<file path="src/rtl/ssc_pkg.sv">
package ssc_pkg;
  typedef struct packed {
    logic sclk;
    logic frame_n;
    logic sdi;
  } ser_lines_t;

  localparam ser_lines_t LINES_IDLE = '{sclk: 1'b0, frame_n: 1'b1, sdi: 1'b0};

  typedef struct packed {
    logic active;
    logic sclk_rise;
    logic sclk_fall;
    logic frame_close;
  } ser_evt_t;
endpackage

</file>
<file path="src/rtl/ssc_sync.sv">
module ssc_sync #(
  parameter int              WIDTH   = 3,
  parameter int              STAGES  = 2,
  parameter logic [WIDTH-1:0] RST_VAL = '0
) (
  input  logic             clk_i,
  input  logic             rst_ni,
  input  logic [WIDTH-1:0] d_i,
  output logic [WIDTH-1:0] q_o
);
  logic [WIDTH-1:0] stg_q [STAGES];

  for (genvar g = 0; g < STAGES; g++) begin : g_stage
    always_ff @(posedge clk_i or negedge rst_ni) begin
      if (!rst_ni) stg_q[g] <= RST_VAL;
      else if (g == 0) stg_q[g] <= d_i;
      else stg_q[g] <= stg_q[(g == 0) ? 0 : g-1];
    end
  end

  assign q_o = stg_q[STAGES-1];
endmodule

</file>
<file path="src/rtl/ssc_evt.sv">
module ssc_evt
  import ssc_pkg::*;
(
  input  logic       clk_i,
  input  logic       rst_ni,
  input  ser_lines_t lines_i,
  output ser_evt_t   evt_o
);
  logic sclk_q, frame_n_q;

  always_ff @(posedge clk_i or negedge rst_ni) begin
    if (!rst_ni) begin
      sclk_q    <= 1'b0;
      frame_n_q <= 1'b1;
    end else begin
      sclk_q    <= lines_i.sclk;
      frame_n_q <= lines_i.frame_n;
    end
  end

  always_comb begin
    evt_o.active      = ~lines_i.frame_n;
    evt_o.sclk_rise   = ~sclk_q & lines_i.sclk;
    evt_o.sclk_fall   = sclk_q & ~lines_i.sclk;
    evt_o.frame_close = ~frame_n_q & lines_i.frame_n;
  end
endmodule

</file>
<file path="src/rtl/ssc_shreg.sv">
module ssc_shreg
  import ssc_pkg::*;
#(
  parameter int W = 8
) (
  input  logic         clk_i,
  input  logic         rst_ni,
  input  ser_evt_t     evt_i,
  input  logic         sdi_i,
  output logic [W-1:0] shreg_o,
  output logic         sdo_o
);
  logic [W-1:0] shreg_q;
  logic         sdo_q;

  always_ff @(posedge clk_i or negedge rst_ni) begin
    if (!rst_ni) begin
      shreg_q <= '0;
      sdo_q   <= 1'b0;
    end else begin
      if (evt_i.active && evt_i.sclk_fall) shreg_q <= {shreg_q[W-2:0], sdi_i};
      // top bit is driven out half a serial period ahead of the next sample
      if (evt_i.active && evt_i.sclk_rise) sdo_q <= shreg_q[W-1];
    end
  end

  assign shreg_o = shreg_q;
  assign sdo_o   = sdo_q;

  AST_IDLE_FREEZE: assert property (@(posedge clk_i) disable iff (!rst_ni)
    !evt_i.active |=> $stable(shreg_q));
  AST_FALL_SHIFT: assert property (@(posedge clk_i) disable iff (!rst_ni)
    (evt_i.active && evt_i.sclk_fall) |=>
      (shreg_q[W-1:1] == $past(shreg_q[W-2:0])) && (shreg_q[0] == $past(sdi_i)));
  AST_SDO_TOP: assert property (@(posedge clk_i) disable iff (!rst_ni)
    (evt_i.active && evt_i.sclk_rise) |=> sdo_q == $past(shreg_q[W-1]));
  AST_SDO_HOLD: assert property (@(posedge clk_i) disable iff (!rst_ni)
    !(evt_i.active && evt_i.sclk_rise) |=> $stable(sdo_q));
endmodule

</file>
<file path="src/rtl/serial_switch_ctrl.sv">
module serial_switch_ctrl
  import ssc_pkg::*;
#(
  parameter int NUM_CH      = 8,
  parameter int SYNC_STAGES = 2
) (
  input  logic              clk_i,
  input  logic              rst_ni,
  input  logic              sclk_i,
  input  logic              frame_ni,
  input  logic              sdi_i,
  output logic              sdo_o,
  output logic [NUM_CH-1:0] sw_en_o
);
  localparam int LW = $bits(ser_lines_t);

  ser_lines_t        raw_lines, s_lines;
  ser_evt_t          evt;
  logic [NUM_CH-1:0] shreg;
  logic [NUM_CH-1:0] sw_q;

  assign raw_lines = '{sclk: sclk_i, frame_n: frame_ni, sdi: sdi_i};

  ssc_sync #(
    .WIDTH  (LW),
    .STAGES (SYNC_STAGES),
    .RST_VAL(LINES_IDLE)
  ) u_sync (
    .clk_i (clk_i),
    .rst_ni(rst_ni),
    .d_i   (raw_lines),
    .q_o   (s_lines)
  );

  ssc_evt u_evt (
    .clk_i  (clk_i),
    .rst_ni (rst_ni),
    .lines_i(s_lines),
    .evt_o  (evt)
  );

  ssc_shreg #(.W(NUM_CH)) u_shreg (
    .clk_i  (clk_i),
    .rst_ni (rst_ni),
    .evt_i  (evt),
    .sdi_i  (s_lines.sdi),
    .shreg_o(shreg),
    .sdo_o  (sdo_o)
  );

  always_ff @(posedge clk_i or negedge rst_ni) begin
    if (!rst_ni) sw_q <= '0;
    else if (evt.frame_close) sw_q <= shreg;
  end

  assign sw_en_o = sw_q;

  AST_LOAD_AT_CLOSE: assert property (@(posedge clk_i) disable iff (!rst_ni)
    evt.frame_close |=> sw_q == $past(shreg));
  AST_HOLD_OPEN: assert property (@(posedge clk_i) disable iff (!rst_ni)
    !evt.frame_close |=> $stable(sw_q));
  AST_CLOSE_IDLE_LINE: assert property (@(posedge clk_i) disable iff (!rst_ni)
    evt.frame_close |-> !evt.active);
endmodule

</file>
<file path="config.mk">
export PLATFORM = sky130hd
export DESIGN_NAME = serial_switch_ctrl
export DESIGN_NICKNAME = d
export VERILOG_FILES = /design/src/rtl/ssc_pkg.sv /design/src/rtl/ssc_sync.sv /design/src/rtl/ssc_evt.sv /design/src/rtl/ssc_shreg.sv /design/src/rtl/serial_switch_ctrl.sv
export SDC_FILE = /design/constraint.sdc
export NUM_CORES = 1
export LEC_CHECK = 0
export ABC_AREA = 1
export BUFFER_PORTS_ARGS = -buffer_cell sky130_fd_sc_hd__buf_4
export CAP_MARGIN = 20
export CORE_MARGIN = 5
export CORE_UTILIZATION = 53
export DETAILED_ROUTE_END_ITERATION = 10
export PLACE_DENSITY_LB_ADDON = 0.05
export SKIP_CTS_REPAIR_TIMING = 1
export SLEW_MARGIN = 20
export SYNTH_ARGS = -nofsm -noshare
export SYNTH_HDL_FRONTEND = slang
export SYNTH_SLANG_ARGS = --single-unit
</file>
<file path="constraint.sdc">
create_clock -name clk_i -period 1.5 [get_ports clk_i]
set_clock_uncertainty 0.1 [all_clocks]
set_input_delay 0.075 -clock clk_i [delete_from_list [all_inputs] [get_ports clk_i]]
set_output_delay 0.075 -clock clk_i [all_outputs]
set_load 0.02 [all_outputs]
</file>
==> results of run 1 <==
## per-layer routing
layer | share of wire [%] | vias up | track usage, %
li1 | - | 316 | -
met4 | 1.6 | 0 | 6.55
met3 | 6.8 | 4 | 2.87
met1 | 43 | 294 | 16.5
met5 | 0 | - | 0
met2 | 48 | 24 | 22.2
## Yosys cell counts
library cell   n  share of area [%]
nand4_1        9                6.1
dfstp_2        3                8.5
buf_6          2                2.4
nand2_1       34                 14
dfrtp_1       22                 60
nand3_2        2                2.2
buf_2          1               0.54
inv_4          1               0.68
nand2_2        1               0.68
inv_2          2               0.81
inv_1          1               0.41
nand3_1        8                4.3
## layout make-up
class / instances / share of cell area (%)
sequential: 25 / 57.9
multi-input combinational: 54 / 23.0
timing repair buffer: 17 / 12.7
clock buffer: 3 / 2.07
tap: 17 / 1.96
inverter: 4 / 1.61
clock inverter: 1 / 0.691
## cells by family after synthesis
family        count (synthesis)
buf+inv                       7
flops                        25
simple gates                 54
## power by group
group / leakage, nW / switching [mW] / internal, mW
combinational: 0.249 / 0.154 / 0.114
clock: 0.0139 / 0.190 / 0.102
sequential: 0.317 / 0.0771 / 0.779
total: 0.580 / 0.420 / 0.995
## worst max-delay path, cell delays in order, from the launching register on
cell     delay (ns)
dfstp_2        0.68
inv_4          0.10
nand3_2        0.16
nand2_1        0.07
nand2_1        0.07
## flip-flops by register name (all words and copies together) (netlist names)
name             count
sw_en_o              8
u_shreg.shreg_o      8
u_sync.q_o           3
u_sync.stg_q         3
u_evt.frame_n_q      1
u_evt.sclk_q         1
u_shreg.sdo_o        1
## worst paths after layout
path                                                       end  slack, ns                 startpoint
worst max-delay path            u_shreg.shreg_o[6]$_DFFE_PN0P_       0.25    u_sync.q_o[1]$_DFF_PN1_
worst min-delay path                    sw_en_o[4]$_DFFE_PN0P_       0.07                     rst_ni
max in group asynchronous            u_sync.stg_q[4]$_DFF_PN1_       0.95                     rst_ni
min in group clk_i                     u_sync.q_o[1]$_DFF_PN1_       0.26  u_sync.stg_q[4]$_DFF_PN1_
worst max register to register  u_shreg.shreg_o[6]$_DFFE_PN0P_       0.25    u_sync.q_o[1]$_DFF_PN1_
worst min register to register         u_sync.q_o[1]$_DFF_PN1_       0.26  u_sync.stg_q[4]$_DFF_PN1_
==> impl_metrics.tcl, run 1 <==
set metrics [dict create \
    cts_tree "done" \
    grt_start_max_net_pins 26 \
    clk_pin_slew_worst_paths_ns 0.13 \
    synth_top_family_by_area "simple AND/OR/NAND/NOR gates" \
    syn_avg_cell_area_sq_um 10.8 \
    rsz0062_at_grt "false" \
    p_leak_nw 0.580 \
    synth_compound_area_share_pct 0 \
    synth_mux_area_share_pct 0 \
    ant_nets 0 \
    layout-drive-gt1-share_pct 25.0 \
    setup_viol 0 \
    total_power_mw 1.41 \
    wl_um 1520 \
    fin_tns_setup_ns 0 \
    synthSimpleGateAreaFrac_pct 27.1 \
    synth_xor_area_share_pct 0 \
    drtPass1Iterations 4 \
    period_share_pct 83.0 \
    final_common_cell "nand2_1" \
    cp.arrival_ns 1.40 \
    post-route-drc-count 0 \
    finish.utilization_pct 64.3 \
    power_density_nw_per_um2 1300 \
    yosys.cell_types.count 12 \
    syn_inst 86 \
    grt_pass1_wl_um 2640 \
    worstSetupEndpointType "flop" \
    post-place-ws_ns 0.303 \
    synth_warnings 0 \
    hold_viol_final 0 \
    drt_iter0_drc 14 \
    numCtsBuffers 3 \
    cp-start-kind "flop" \
    num_rows 15 \
    mostFrequentLayoutCells "34 x nand2_1, 22 x dfrtp_1, 13 x buf_4, 9 x nand4_1, 8 x nand3_1" \
    finalCriticalPeriod_ns 1.25 \
    synth_area_sq_um 925 \
    grt_overflow_total 0 \
    fmax_mhz 803 \
    antenna_found_initial 0 \
    vias 638 \
    io_pins 14 \
    multiInputGateArea_sq_um 250 \
    cp_max_fo 11 \
    wl_per_cell_um 12.6 \
    placedCellCount 113 \
    io_buffers 13 \
    worst-setup-path-type "reg2reg" \
    track_usage_pct 13.4 \
    synth_fp_nets 91 \
    seqCellArea_sq_um 629 \
    tightest_slew_ns 0.323 \
    clock_sinks 25 \
    core_sq_um 1690 \
    diodes 0 \
    maxCapViolations 0 \
    worst_skew_pair.late_latency_ns 0.31 \
    die_w_um 51.8 \
    dp_hpwl_um 1070 \
    whs_ns 0.0730 \
    viasPerCell 5.27 \
    ys_seq_area_share_pct 68.1 \
    vdd_drop_max_mv 0.633 \
    postPlaceCellArea_sq_um 1020 \
    cts_root_buffer "clkbuf_4" \
    grt_pass1_vias 606 \
    synth_seq_cells 25 \
    setup_slack_ns 0.255 \
    cp.required_ns 1.65 \
    hp-class "in2async" \
    cts_buffer_depth 2 \
    relSlewSlack_pct 78.4 \
    fillCellCount 158 \
    drv_slew 0 \
    rr_worst_depth 4 \
    syn_to_final_growth_pct 17.5 \
    initial_core_util_pct 54.7 \
    fin_nets 110 \
    htree_levels 1 \
    design_area_sq_um 1090 \
    die_h_um 51.8 \
    outcome "completed" \
    dieArea_sq_um 2680 \
    gp_congestion 0.729 \
    synth_fa_ha_area_share_pct 0 \
    instances_no_fill 121 \
]
Note: power is estimated with default switching activity, not from simulation.
==> run 2: changes to the inputs <==
==> constraint.sdc (replaced) <==
create_clock -name clk_i -period 1.2 [get_ports clk_i]
set_clock_uncertainty 0.1 [all_clocks]
set_input_delay 0.06 -clock clk_i [delete_from_list [all_inputs] [get_ports clk_i]]
set_output_delay 0.06 -clock clk_i [all_outputs]
set_load 0.02 [all_outputs]
==> run 2 against run 1 <==
  * Sequential power increased by 24%
  * Routed wire length decreased by 8.7%
  * Largest cell class unchanged
  * Via count decreased by 2.4%
  * Cell count increased by 1.7%
  * First-iteration DRC count decreased by 43%
==> impl_metrics.tcl, run 2 (synthesis results as in run 1) <==
set metrics [dict create \
    tightest_slew_ns 0.307 \
    io_buffers 13 \
    design_area_sq_um 1100 \
    worstSetupEndpointType "flop" \
    hp-class "in2async" \
    hold_viol_final 0 \
    diodes 0 \
    syn_to_final_growth_pct 18.7 \
    setup_slack_ns 0.0856 \
    initial_core_util_pct 54.7 \
    numCtsBuffers 3 \
    dieArea_sq_um 2680 \
    dp_hpwl_um 979 \
    drv_slew 0 \
    maxCapViolations 0 \
    grt_pass1_vias 543 \
    mostFrequentLayoutCells "34 x nand2_1, 22 x dfrtp_1, 15 x buf_4, 9 x nand4_1, 8 x nand3_1" \
    finalCriticalPeriod_ns 1.11 \
    cpMaxStageDelayCell "dfstp_2" \
    grt_pass1_wl_um 2350 \
    post-route-drc-count 0 \
    gr-usage-met1_pct 16.3 \
    path_buf_inv 1 \
    period_share_pct 92.9 \
    wl_um 1390 \
    grt_overflow_total 0 \
    path_delay_family "flip-flops" \
    worst_skew_pair.late_latency_ns 0.31 \
    cp_max_fo 11 \
    whs_ns 0.0695 \
    clk_pin_slew_worst_paths_ns 0.12 \
    fmax_mhz 897 \
    cts_tree "done" \
    core_sq_um 1690 \
    finish.utilization_pct 65.0 \
    placedCellCount 115 \
    power_density_nw_per_um2 1600 \
    grt.busiest_layer "met2" \
    layout-drive-gt1-share_pct 25.5 \
    fin_tns_setup_ns 0 \
    wl_per_cell_um 11.3 \
    final_common_cell "nand2_1" \
    critical-path-max-stage-delay_ns 0.60 \
    p_leak_nw 0.590 \
    vdd_drop_max_mv 1.12 \
    die_w_um 51.8 \
    cts_root_buffer "clkbuf_4" \
    crit_path_frequent_cell "nand2_1" \
    cp-start-kind "flop" \
    outcome "completed" \
    viasPerCell 5.07 \
    cp.arrival_ns 1.27 \
    relSlewSlack_pct 79.6 \
    grt_start_max_net_pins 26 \
    track_usage_pct 12.0 \
    met3_usage_pct 3.44 \
    vias 623 \
    io_pins 14 \
    gp_congestion 0.729 \
    ant_nets 0 \
    path_cells "inv_4, nand3_2, nand2_1, nand2_1" \
    clock_sinks 25 \
    cts_buffer_depth 2 \
    rsz0062_at_grt "false" \
    htree_levels 1 \
    worst-setup-path-type "reg2reg" \
    drt_iter0_drc 8 \
    die_h_um 51.8 \
    drtPass1Iterations 2 \
    cp.required_ns 1.36 \
    post-place-ws_ns 0.108 \
    antenna_found_initial 0 \
    total_power_mw 1.76 \
    num_rows 15 \
    met2_usage_pct 17.4 \
    postPlaceCellArea_sq_um 1030 \
    setup_viol 0 \
    fin_nets 112 \
    instances_no_fill 123 \
]
## run 2: routing by layer
metal / wire, um / up-vias
met3: 89 / 2
met1: 702 / 282
met4: 32 / 0
li1: - / 325
met5: 0 / -
met2: 566 / 14
## run 2: cell type report
class,count,area [sq um]
well taps,17,21.3
inverters,4,17.5
fillers,144,592
flip-flops and latches,25,629
clock buffers,4,26.3
repair buffers,19,153
multi-input cells,54,250
## run 2: worst paths after layout
check,startpoint,to,slack [ns],depth (start not counted)
setup / recovery,u_sync.q_o[1]$_DFF_PN1_,u_shreg.shreg_o[1]$_DFFE_PN0P_,0.09,4
hold / removal,rst_ni,u_sync.q_o[2]$_DFF_PN0_,0.07,2
setup reg to reg,u_sync.q_o[1]$_DFF_PN1_,u_shreg.shreg_o[1]$_DFFE_PN0P_,0.09,4
hold reg to reg,u_sync.stg_q[5]$_DFF_PN0_,u_sync.q_o[2]$_DFF_PN0_,0.26,0
max in group asynchronous,rst_ni,u_sync.q_o[1]$_DFF_PN1_,0.64,2
min in group clk_i,u_sync.stg_q[5]$_DFF_PN0_,u_sync.q_o[2]$_DFF_PN0_,0.26,0
## run 2: where the power goes
| part | total, mW | internal (mW) | switching, mW | leakage (nW) |
|---|---|---|---|---|
| Clock | 0.355 | 0.130 | 0.225 | 0.0150 |
| Sequential | 1.06 | 0.974 | 0.0893 | 0.317 |
| Combinational | 0.337 | 0.146 | 0.191 | 0.258 |
## run 2: worst reg2reg max path, cell delays in order, from the launching register on
cell and delay, ns:
dfstp_2 0.60, inv_4 0.08, nand3_2 0.15, nand2_1 0.08
nand2_1 0.06
